### config.mk
export PLATFORM = sky130hd
export DESIGN_NAME = lcd_scan_timer
export DESIGN_NICKNAME = d
export VERILOG_FILES = /design/src/rtl/lcd_tim_pkg.sv /design/src/rtl/lcd_hcount.sv /design/src/rtl/lcd_vcount.sv /design/src/rtl/lcd_irq_regs.sv /design/src/rtl/lcd_scan_timer.sv
export SDC_FILE = /design/constraint.sdc
export NUM_CORES = 1
export LEC_CHECK = 0
export ABC_AREA = 1
export BUFFER_PORTS_ARGS = -buffer_cell sky130_fd_sc_hd__buf_2
export CORE_MARGIN = 2
export CORE_UTILIZATION = 30
export CTS_CLUSTER_DIAMETER = 50
export DETAILED_ROUTE_END_ITERATION = 6
export HOLD_SLACK_MARGIN = 0.15
export MAX_ROUTING_LAYER = met4
export PLACE_DENSITY_LB_ADDON = 0.12
export SLEW_MARGIN = 30
export SYNTH_ARGS = -nofsm -noshare
export SYNTH_HDL_FRONTEND = slang
export SYNTH_HIERARCHICAL = 1
export SYNTH_SLANG_ARGS = --single-unit
### constraint.sdc
create_clock -name clk -period 2.6 [get_ports clk]
set_clock_uncertainty 0.1 [all_clocks]
set_input_delay 0.52 -clock clk [delete_from_list [all_inputs] [get_ports clk]]
set_output_delay 0.52 -clock clk [all_outputs]
set_load 0.1 [all_outputs]
### src/rtl/lcd_tim_pkg.sv
package lcd_tim_pkg;

  // Interrupt enable group, packed in register bit order 5..3
  typedef struct packed {
    logic en_match;
    logic en_hbl;
    logic en_vbl;
  } lcd_en_t;

  // Full 16-bit status/control word
  typedef struct packed {
    logic [7:0] trigger;
    logic [1:0] spare;
    lcd_en_t    en;
    logic       st_match;
    logic       st_hbl;
    logic       st_vbl;
  } lcd_stat_t;

  // One-clock pulse on the first cycle a condition holds
  function automatic logic edge_pulse(input logic cur, input logic prev, input logic en);
    return cur & ~prev & en;
  endfunction

endpackage

### src/rtl/lcd_hcount.sv
module lcd_hcount #(
  parameter  int CLKS_PER_PIX = 4,
  parameter  int H_VIS        = 240,
  parameter  int H_BLANK      = 68,
  localparam int H_TOTAL      = H_VIS + H_BLANK,
  localparam int COL_W        = $clog2(H_TOTAL)
) (
  input  logic             clk,
  input  logic             rst,
  output logic [COL_W-1:0] col,
  output logic             pix_tick,
  output logic             line_end,
  output logic             hblank
);

  localparam logic [COL_W-1:0] COL_LAST = COL_W'(H_TOTAL - 1);
  localparam logic [COL_W-1:0] HVIS_C   = COL_W'(H_VIS);

  function automatic logic [COL_W-1:0] col_next(input logic [COL_W-1:0] c);
    return (c == COL_LAST) ? '0 : c + 1'b1;
  endfunction

  function automatic logic in_hblank(input logic [COL_W-1:0] c);
    return c >= HVIS_C;
  endfunction

  generate
    if (CLKS_PER_PIX > 1) begin : g_div
      localparam int DIV_W = $clog2(CLKS_PER_PIX);
      localparam logic [DIV_W-1:0] DIV_LAST = DIV_W'(CLKS_PER_PIX - 1);
      logic [DIV_W-1:0] div_q;
      always_ff @(posedge clk) begin
        if (rst)                   div_q <= '0;
        else if (div_q == DIV_LAST) div_q <= '0;
        else                       div_q <= div_q + 1'b1;
      end
      assign pix_tick = (div_q == DIV_LAST);
    end else begin : g_nodiv
      assign pix_tick = 1'b1;
    end
  endgenerate

  always_ff @(posedge clk) begin
    if (rst)           col <= '0;
    else if (pix_tick) col <= col_next(col);
  end

  assign line_end = pix_tick && (col == COL_LAST);
  assign hblank   = in_hblank(col);

  // column stays inside one line
  p_col_range_r1: assert property (@(posedge clk) disable iff (rst)
    col <= COL_LAST);
  // column only moves on a pixel tick
  p_col_hold_r1: assert property (@(posedge clk) disable iff (rst)
    !pix_tick |=> $stable(col));
  // column steps by one inside a line
  p_col_step_r1: assert property (@(posedge clk) disable iff (rst)
    (pix_tick && col != COL_LAST) |=> col == $past(col) + 1'b1);

endmodule

### src/rtl/lcd_vcount.sv
module lcd_vcount #(
  parameter int V_VIS   = 160,
  parameter int V_BLANK = 68,
  parameter int LINE_W  = 8
) (
  input  logic              clk,
  input  logic              rst,
  input  logic              line_end,
  output logic [LINE_W-1:0] line,
  output logic              vblank
);

  localparam int V_TOTAL = V_VIS + V_BLANK;
  localparam logic [LINE_W-1:0] LINE_LAST = LINE_W'(V_TOTAL - 1);
  localparam logic [LINE_W-1:0] VVIS_C    = LINE_W'(V_VIS);

  function automatic logic [LINE_W-1:0] line_next(input logic [LINE_W-1:0] l);
    return (l == LINE_LAST) ? '0 : l + 1'b1;
  endfunction

  function automatic logic in_vblank(input logic [LINE_W-1:0] l);
    return l >= VVIS_C;
  endfunction

  always_ff @(posedge clk) begin
    if (rst)           line <= '0;
    else if (line_end) line <= line_next(line);
  end

  assign vblank = in_vblank(line);

  // line count stays inside the frame
  p_line_range_r2: assert property (@(posedge clk) disable iff (rst)
    line <= LINE_LAST);
  // line only moves at the end of a line
  p_line_hold_r2: assert property (@(posedge clk) disable iff (rst)
    !line_end |=> $stable(line));
  // last blank line wraps to line 0
  p_line_wrap_r2: assert property (@(posedge clk) disable iff (rst)
    (line_end && line == LINE_LAST) |=> line == '0);

endmodule

### src/rtl/lcd_irq_regs.sv
module lcd_irq_regs
  import lcd_tim_pkg::*;
(
  input  logic        clk,
  input  logic        rst,
  input  logic        wr_en,
  input  logic [15:0] wdata,
  input  logic        hblank,
  input  logic        vblank,
  input  logic [7:0]  line,
  output logic [15:0] rdata,
  output logic        line_match,
  output logic        irq_vblank,
  output logic        irq_hblank,
  output logic        irq_match
);

  logic [7:0] trig_q;
  lcd_en_t    en_q;
  logic       vbl_q, hbl_q, mat_q;
  lcd_stat_t  stat;

  always_ff @(posedge clk) begin
    if (rst) begin
      trig_q <= '0;
      en_q   <= '0;
    end else if (wr_en) begin
      trig_q <= wdata[15:8];
      en_q   <= lcd_en_t'(wdata[5:3]);
    end
  end

  assign line_match = (line == trig_q);

  always_ff @(posedge clk) begin
    if (rst) begin
      vbl_q <= 1'b0;
      hbl_q <= 1'b0;
      mat_q <= 1'b0;
    end else begin
      vbl_q <= vblank;
      hbl_q <= hblank;
      mat_q <= line_match;
    end
  end

  assign irq_vblank = edge_pulse(vblank,     vbl_q, en_q.en_vbl);
  assign irq_hblank = edge_pulse(hblank,     hbl_q, en_q.en_hbl);
  assign irq_match  = edge_pulse(line_match, mat_q, en_q.en_match);

  always_comb begin
    stat          = '0;
    stat.trigger  = trig_q;
    stat.en       = en_q;
    stat.st_match = line_match;
    stat.st_hbl   = hblank;
    stat.st_vbl   = vblank;
  end
  assign rdata = stat;

  // no pulse without its enable
  p_vbl_gate_r6: assert property (@(posedge clk) disable iff (rst)
    irq_vblank |-> rdata[3]);
  p_hbl_gate_r6: assert property (@(posedge clk) disable iff (rst)
    irq_hblank |-> rdata[4]);
  p_mat_gate_r6: assert property (@(posedge clk) disable iff (rst)
    irq_match |-> rdata[5]);
  // pulses last one clock
  p_hbl_single_r5: assert property (@(posedge clk) disable iff (rst)
    irq_hblank |=> !irq_hblank);
  p_vbl_single_r5: assert property (@(posedge clk) disable iff (rst)
    irq_vblank |=> !irq_vblank);
  p_mat_single_r5: assert property (@(posedge clk) disable iff (rst)
    irq_match |=> !irq_match);
  // a pulse marks a fresh condition
  p_hbl_fresh_r5: assert property (@(posedge clk) disable iff (rst)
    irq_hblank |-> (hblank && !$past(hblank)));
  // configuration holds between writes; written data is fully known
  p_cfg_hold_r7: assert property (@(posedge clk) disable iff (rst)
    !wr_en |=> ($stable(rdata[15:8]) && $stable(rdata[5:3])));
  p_wdata_known_r7: assert property (@(posedge clk) disable iff (rst)
    wr_en |-> !$isunknown(wdata));

endmodule

### src/rtl/lcd_scan_timer.sv
module lcd_scan_timer #(
  parameter int CLKS_PER_PIX = 4,
  parameter int H_VIS        = 240,
  parameter int H_BLANK      = 68,
  parameter int V_VIS        = 160,
  parameter int V_BLANK      = 68
) (
  input  logic        clk,
  input  logic        rst,
  input  logic        cfg_wr,
  input  logic [15:0] cfg_wdata,
  output logic [15:0] cfg_rdata,
  output logic [7:0]  line_num,
  output logic        hblank,
  output logic        vblank,
  output logic        irq_vblank,
  output logic        irq_hblank,
  output logic        irq_match
);

  localparam int LINE_W = 8;
  localparam int COL_W  = $clog2(H_VIS + H_BLANK);
  localparam logic [COL_W-1:0]  HVIS_C = COL_W'(H_VIS);
  localparam logic [LINE_W-1:0] VVIS_C = LINE_W'(V_VIS);

  // Internal events brought out for checking
  logic [COL_W-1:0] col;
  logic             pix_tick;
  logic             line_end;
  logic             line_match;

  lcd_hcount #(
    .CLKS_PER_PIX(CLKS_PER_PIX),
    .H_VIS       (H_VIS),
    .H_BLANK     (H_BLANK)
  ) u_h (
    .clk     (clk),
    .rst     (rst),
    .col     (col),
    .pix_tick(pix_tick),
    .line_end(line_end),
    .hblank  (hblank)
  );

  lcd_vcount #(
    .V_VIS  (V_VIS),
    .V_BLANK(V_BLANK),
    .LINE_W (LINE_W)
  ) u_v (
    .clk     (clk),
    .rst     (rst),
    .line_end(line_end),
    .line    (line_num),
    .vblank  (vblank)
  );

  lcd_irq_regs u_r (
    .clk       (clk),
    .rst       (rst),
    .wr_en     (cfg_wr),
    .wdata     (cfg_wdata),
    .hblank    (hblank),
    .vblank    (vblank),
    .line      (line_num),
    .rdata     (cfg_rdata),
    .line_match(line_match),
    .irq_vblank(irq_vblank),
    .irq_hblank(irq_hblank),
    .irq_match (irq_match)
  );

  // horizontal blank starts at the first blank column
  p_hbl_start_r1: assert property (@(posedge clk) disable iff (rst)
    $rose(hblank) |-> col == HVIS_C);
  // vertical blank starts on line V_VIS, column 0
  p_vbl_start_r2: assert property (@(posedge clk) disable iff (rst)
    $rose(vblank) |-> (line_num == VVIS_C && col == '0));
  // a new match only begins with a line change or a write
  p_match_cause_r4: assert property (@(posedge clk) disable iff (rst)
    $rose(line_match) |-> ($past(line_end) || $past(cfg_wr)));

endmodule

# [Word-level counts from Yosys, hierarchy flattened]
# Index checks and enable logic that the tools add are counted.
[classes] order_cmp=2 n_mux=2 bitwise_logic=9 add_sub_neg=3 n_eq_ne=4 reduce_logical=2
[op_table] op="9-bit by 1-bit adder with 9-bit output, second input constant" count=1
[op_table] op="9-bit == test, second input constant" count=1
[op_table] op="9-bit by 8-bit greater-or-equal comparator with 1-bit output, second input constant" count=1
[op_table] op="9-bit two-way mux" count=1
[op_table] op="8-bit by 1-bit adder with 8-bit output, second input constant" count=1
[op_table] op="8-bit == test" count=1
[op_table] op="8-bit == test, second input constant" count=1
[op_table] op="8-bit greater-or-equal comparator, second input constant" count=1
[op_table] op="8-bit two-way mux" count=1
[op_table] op="1-bit AND" count=6
[op_table] op="1-bit inverter" count=3
[op_table] op="2-bit by 1-bit adder with 2-bit output, second input constant" count=1
[op_table] op="2-bit == test, second input constant" count=1
[op_table] op="2-bit OR reduction" count=1
[op_table] op="1-bit logical AND" count=1
[totals] in_bits=19 register_bits=33 wordCells=32

# [Depth between registers and ports, before layout]
[depth] ltp_word=3 depth_mapped=11 ltp_nobuf=11

# [Cells and area by module]
# Netlist, hierarchy kept.
[by_module_without_submodules] mod="lcd_irq_regs" area_each_um2=693.2 instances=1 cells_each=98
[by_module_without_submodules] mod="lcd_hcount" area_each_um2=565.5 instances=1 cells_each=83
[by_module_without_submodules] mod="lcd_vcount" area_each_um2=421.7 instances=1 cells_each=59

# [Least setup slack after synthesis]
# Ideal clock, no wire load.
[synth_timing] path_type="register -> output" startpoint="register u_v.line[7]" endpoint="output port irq_vblank" arrival_time_ps=4764 stages_incl_launch_ff=5 path_slack_ps=-2784 path_cell_list="dfxtp_1 > inv_1 > nor2_1 > inv_1 > nor3_1"
[synth_between] elab_chain_cells=3
[synth_lines] element="start: declaration" line_no="lcd_vcount.sv:9" rtl="output logic [LINE_W-1:0] line,"
[synth_lines] element="start signal: assignment" line_no="lcd_vcount.sv:27" rtl="else if (line_end) line <= line_next(line);"
[synth_lines] element="8-bit greater-or-equal comparator" line_no="lcd_vcount.sv:22" rtl="return l >= VVIS_C;"
[synth_lines] element="via vblank" line_no="lcd_scan_timer.sv:15" rtl="output logic vblank,"
[synth_lines] element="1-bit AND (2 in series)" line_no="lcd_tim_pkg.sv:22" rtl="return cur & ~prev & en;"
[synth_lines] element="end: declaration" line_no="lcd_scan_timer.sv:16" rtl="output logic irq_vblank,"
# The timed path passes the listed nets, and every way through them passes these cells.

# [Final worst setup path]
[layout_timing] startpoint="register u_v.line[2]" endpoint="output port irq_match"
[layout_between] elab_chain_cells=3
[layout_lines] element="8-bit == test" line_no="lcd_irq_regs.sv:33" rtl="assign line_match = (line == trig_q);"
[layout_lines] element="1-bit AND (2 in series)" line_no="lcd_tim_pkg.sv:22"
[layout_lines] element="end: declaration" line_no="lcd_scan_timer.sv:18" rtl="output logic irq_match"
# No other way between the ends.

==> flow_metrics.tcl <==
set metrics [dict create \
    status "finished, final reports clean" \
    wire_per_inst_um 9.75 \
    crit_path_frequent_cell "nand2_1" \
    nFillCells 624 \
    wl_met3_um 168 \
    placed_area_um2 1980 \
    grt_start_max_net_pins 24 \
    avgSynthCellArea_um2 7.00 \
    fmaxAchievable_mhz 439 \
    vias_per_cell 4.12 \
    cts_resized 0 \
    synth-compound-area-share_pct 8.34 \
    clock_latency_ns 0.28 \
    worstRegToRegCells 9 \
    cts_tree "built" \
    cts.sinks 33 \
    p_per_area_nw_per_um2 527 \
    hold_path.class "reg2reg" \
    clk_path_buf_depth 2 \
    synthToLayoutAreaGrowth_pct 22.7 \
    required_ns 1.98 \
    fp.dieH_um 78.8 \
    grt.total_usage_pct 12.5 \
    fin_ws_ns 0.324 \
    fin_total_pwr_uw 1090 \
    wirelength_mm 3.45 \
    drt_iter0_markers 68 \
    antennaDiodeCount 0 \
    fp-row-count 27 \
    min-delay-start "u_h/g_div.div_q[0]$_SDFF_PP0_" \
    grt_pass1_wl_mm 6.05 \
    ctsHtreeMaxLevel 2 \
    drv_cap 0 \
    ioPinCount 48 \
    ys_seq_area_share_pct 39.3 \
    start_kind "flop" \
    cp-end-kind "primary output" \
    hold_path_depth 1 \
    ctsHoldBuffers 0 \
    io_buffer_count 40 \
    slowest_stage "dfxtp_1" \
    yosysWarningCount 6 \
    stdcell_area_um2 2060 \
    worst_pin_slew_ns 0.519 \
    r2r_slack_ns 0.79 \
    layout.cells.non_filler 354 \
    yosys.area_share.adder_pct 3.72 \
    drive_gt1_share_pct 25.9 \
    cts_root_buffer "clkbuf_8" \
    period_needed_ns 2.28 \
    setup_viol 0 \
    place_congestion 0.803 \
    wl_met2_mm 1.61 \
    dp_cells 346 \
    wl_met1_mm 1.65 \
    drc 0 \
    layout_commonest_cell "nand2_1" \
    cp_data_arrival_time_ns 1.66 \
    path_class "reg2out" \
    synth-xor-area-share_pct 5.21 \
    synthSimpleGateAreaFrac_pct 31.3 \
    grt_pass1_vias 1357 \
    synth_top_family_by_area "simple AND/OR/NAND/NOR gates" \
    slowest_delay_ns 0.45 \
    whs_endpoint "u_h/g_div.div_q[0]$_SDFF_PP0_" \
    mostFrequentLayoutCells "nand2_1 (69), buf_2 (40), inv_1 (38), nor2_1 (37), dfxtp_1 (28)" \
    period_share_pct 87.5 \
    synth_mux_area_share_pct 0 \
    syn-instance-count 240 \
    dieArea_um2 6220 \
    route.vias.total 1459 \
    final_util_pct 37.7 \
    reg2reg_to "u_v/line[4]$_SDFFE_PP0P_" \
    fp.dieW_um 78.8 \
    antenna_found_initial 0 \
    nNetsFinal 305 \
    post-place-ws_ns 0.600 \
    path_max_fanout 6 \
    coreArea_um2 5470 \
    cts_buffers 5 \
    synth-seq-cells 33 \
    postCtsSetupBuffers 0 \
    max_slew_margin_pct 65.4 \
    yosysUniqueCellTypes 25 \
    hpwl_mm 2.59 \
    antenna_left 0 \
    final_hold_viol_count 0 \
    initial_core_util_pct 30.7 \
    vdd_drop_max_mv 0.297 \
    dr.max_layer_used "met4" \
    drt_pre_antenna_iters 4 \
    final-max-slew-violation-count 0 \
    leakage_uw 0.000925 \
    overflow 0 \
    r2r_start "u_h/col[1]$_SDFFE_PP0P_" \
    path_cells "xnor2_1 -> nand2_1 -> nor2_1 -> nand2_1 -> nor2_4 -> buf_2" \
    rsz0062_at_grt "false" \
    clk_pin_slew_ns 0.07 \
    syn-cell-area_um2 1680 \
]
[final cells by class]
class / count / area (um2) / share of cell area [%]
Inverter: 39 / 146 / 7.10
Timing Repair Buffer: 40 / 200 / 9.71
Clock inverter: 2 / 10.0 / 0.485
Tap cell: 72 / 90.1 / 4.37
Sequential cell: 33 / 674 / 32.7
Clock buffer: 6 / 72.6 / 3.52
Multi-Input combinational cell: 162 / 868 / 42.1
[worst max-delay path by stage]
stage / from / end / slack [ns] / depth (start not counted)
floorplan: u_v/line[5]$_SDFFE_PP0P_ / irq_vblank / -0.25 / 4
global placement: u_v/line[2]$_SDFFE_PP0P_ / irq_match / 0.59 / 6
detailed placement: u_v/line[2]$_SDFFE_PP0P_ / irq_match / 0.60 / 6
CTS: u_v/line[2]$_SDFFE_PP0P_ / irq_match / 0.28 / 6
global route: u_v/line[2]$_SDFFE_PP0P_ / irq_match / 0.11 / 6
finish: u_v/line[2]$_SDFFE_PP0P_ / irq_match / 0.32 / 6
[registers in the layout, indices dropped and copies added, names as in the netlist]
signal           cells
u_h/col              9
u_r/trig_q           8
u_v/line             8
u_r/rdata            3
u_h/g_div.div_q      2
u_r/hbl_q            1
u_r/mat_q            1
u_r/vbl_q            1
[report_power, final]
group | switching, uW | total, uW | internal, uW
logic | 153 | 190 | 36.8
clock network | 180 | 365 | 185
registers | 10.8 | 530 | 519
total | 344 | 1090 | 741
[stage by stage]
step                hold slack, ns  setup TNS [ns]
floorplan                    0.297          -0.252
global placement             0.315               0
detailed placement           0.312               0
CTS                          0.324               0
global route                 0.341               0
finish                       0.319               0
[cells in the mapped netlist (all sizes together)]
library cell	instances	area [um2]
a211oi	6	70.1
a21oi	10	53.8
a31oi	1	6.26
buf	7	53.8
conb	1	3.75
dfxtp	33	661
ha	5	62.6
inv	39	146
nand2	72	278
nand3	7	40.0
nand4	1	6.26
nor2	45	196
nor3	1	5.00
o21ai	2	10.0
xnor2	5	43.8
xor2	5	43.8
[layer usage]
layer | up-vias | GRT usage [%]
met5 | - | -
met4 | 0 | 3.62
met3 | 4 | 3.52
met2 | 27 | 20.9
met1 | 630 | 14.7
li1 | 798 | -
[critical path, delay by kind of cell, from the launching register on]
kind,cells,cell delay [ns]
XOR/XNOR,1,0.15
buffers and inverters,1,0.42
flip-flops,1,0.45
AND/OR/NAND/NOR,4,0.35
[kinds of logic after synthesis]
kind of cell	Yosys count
fa+ha+maj	5
compound gates	19
other cells	1
simple gates	126
xor+xnor	10
flops	33
buf+inv	46
No activity file was read; power rests on OpenSTA's default activity.
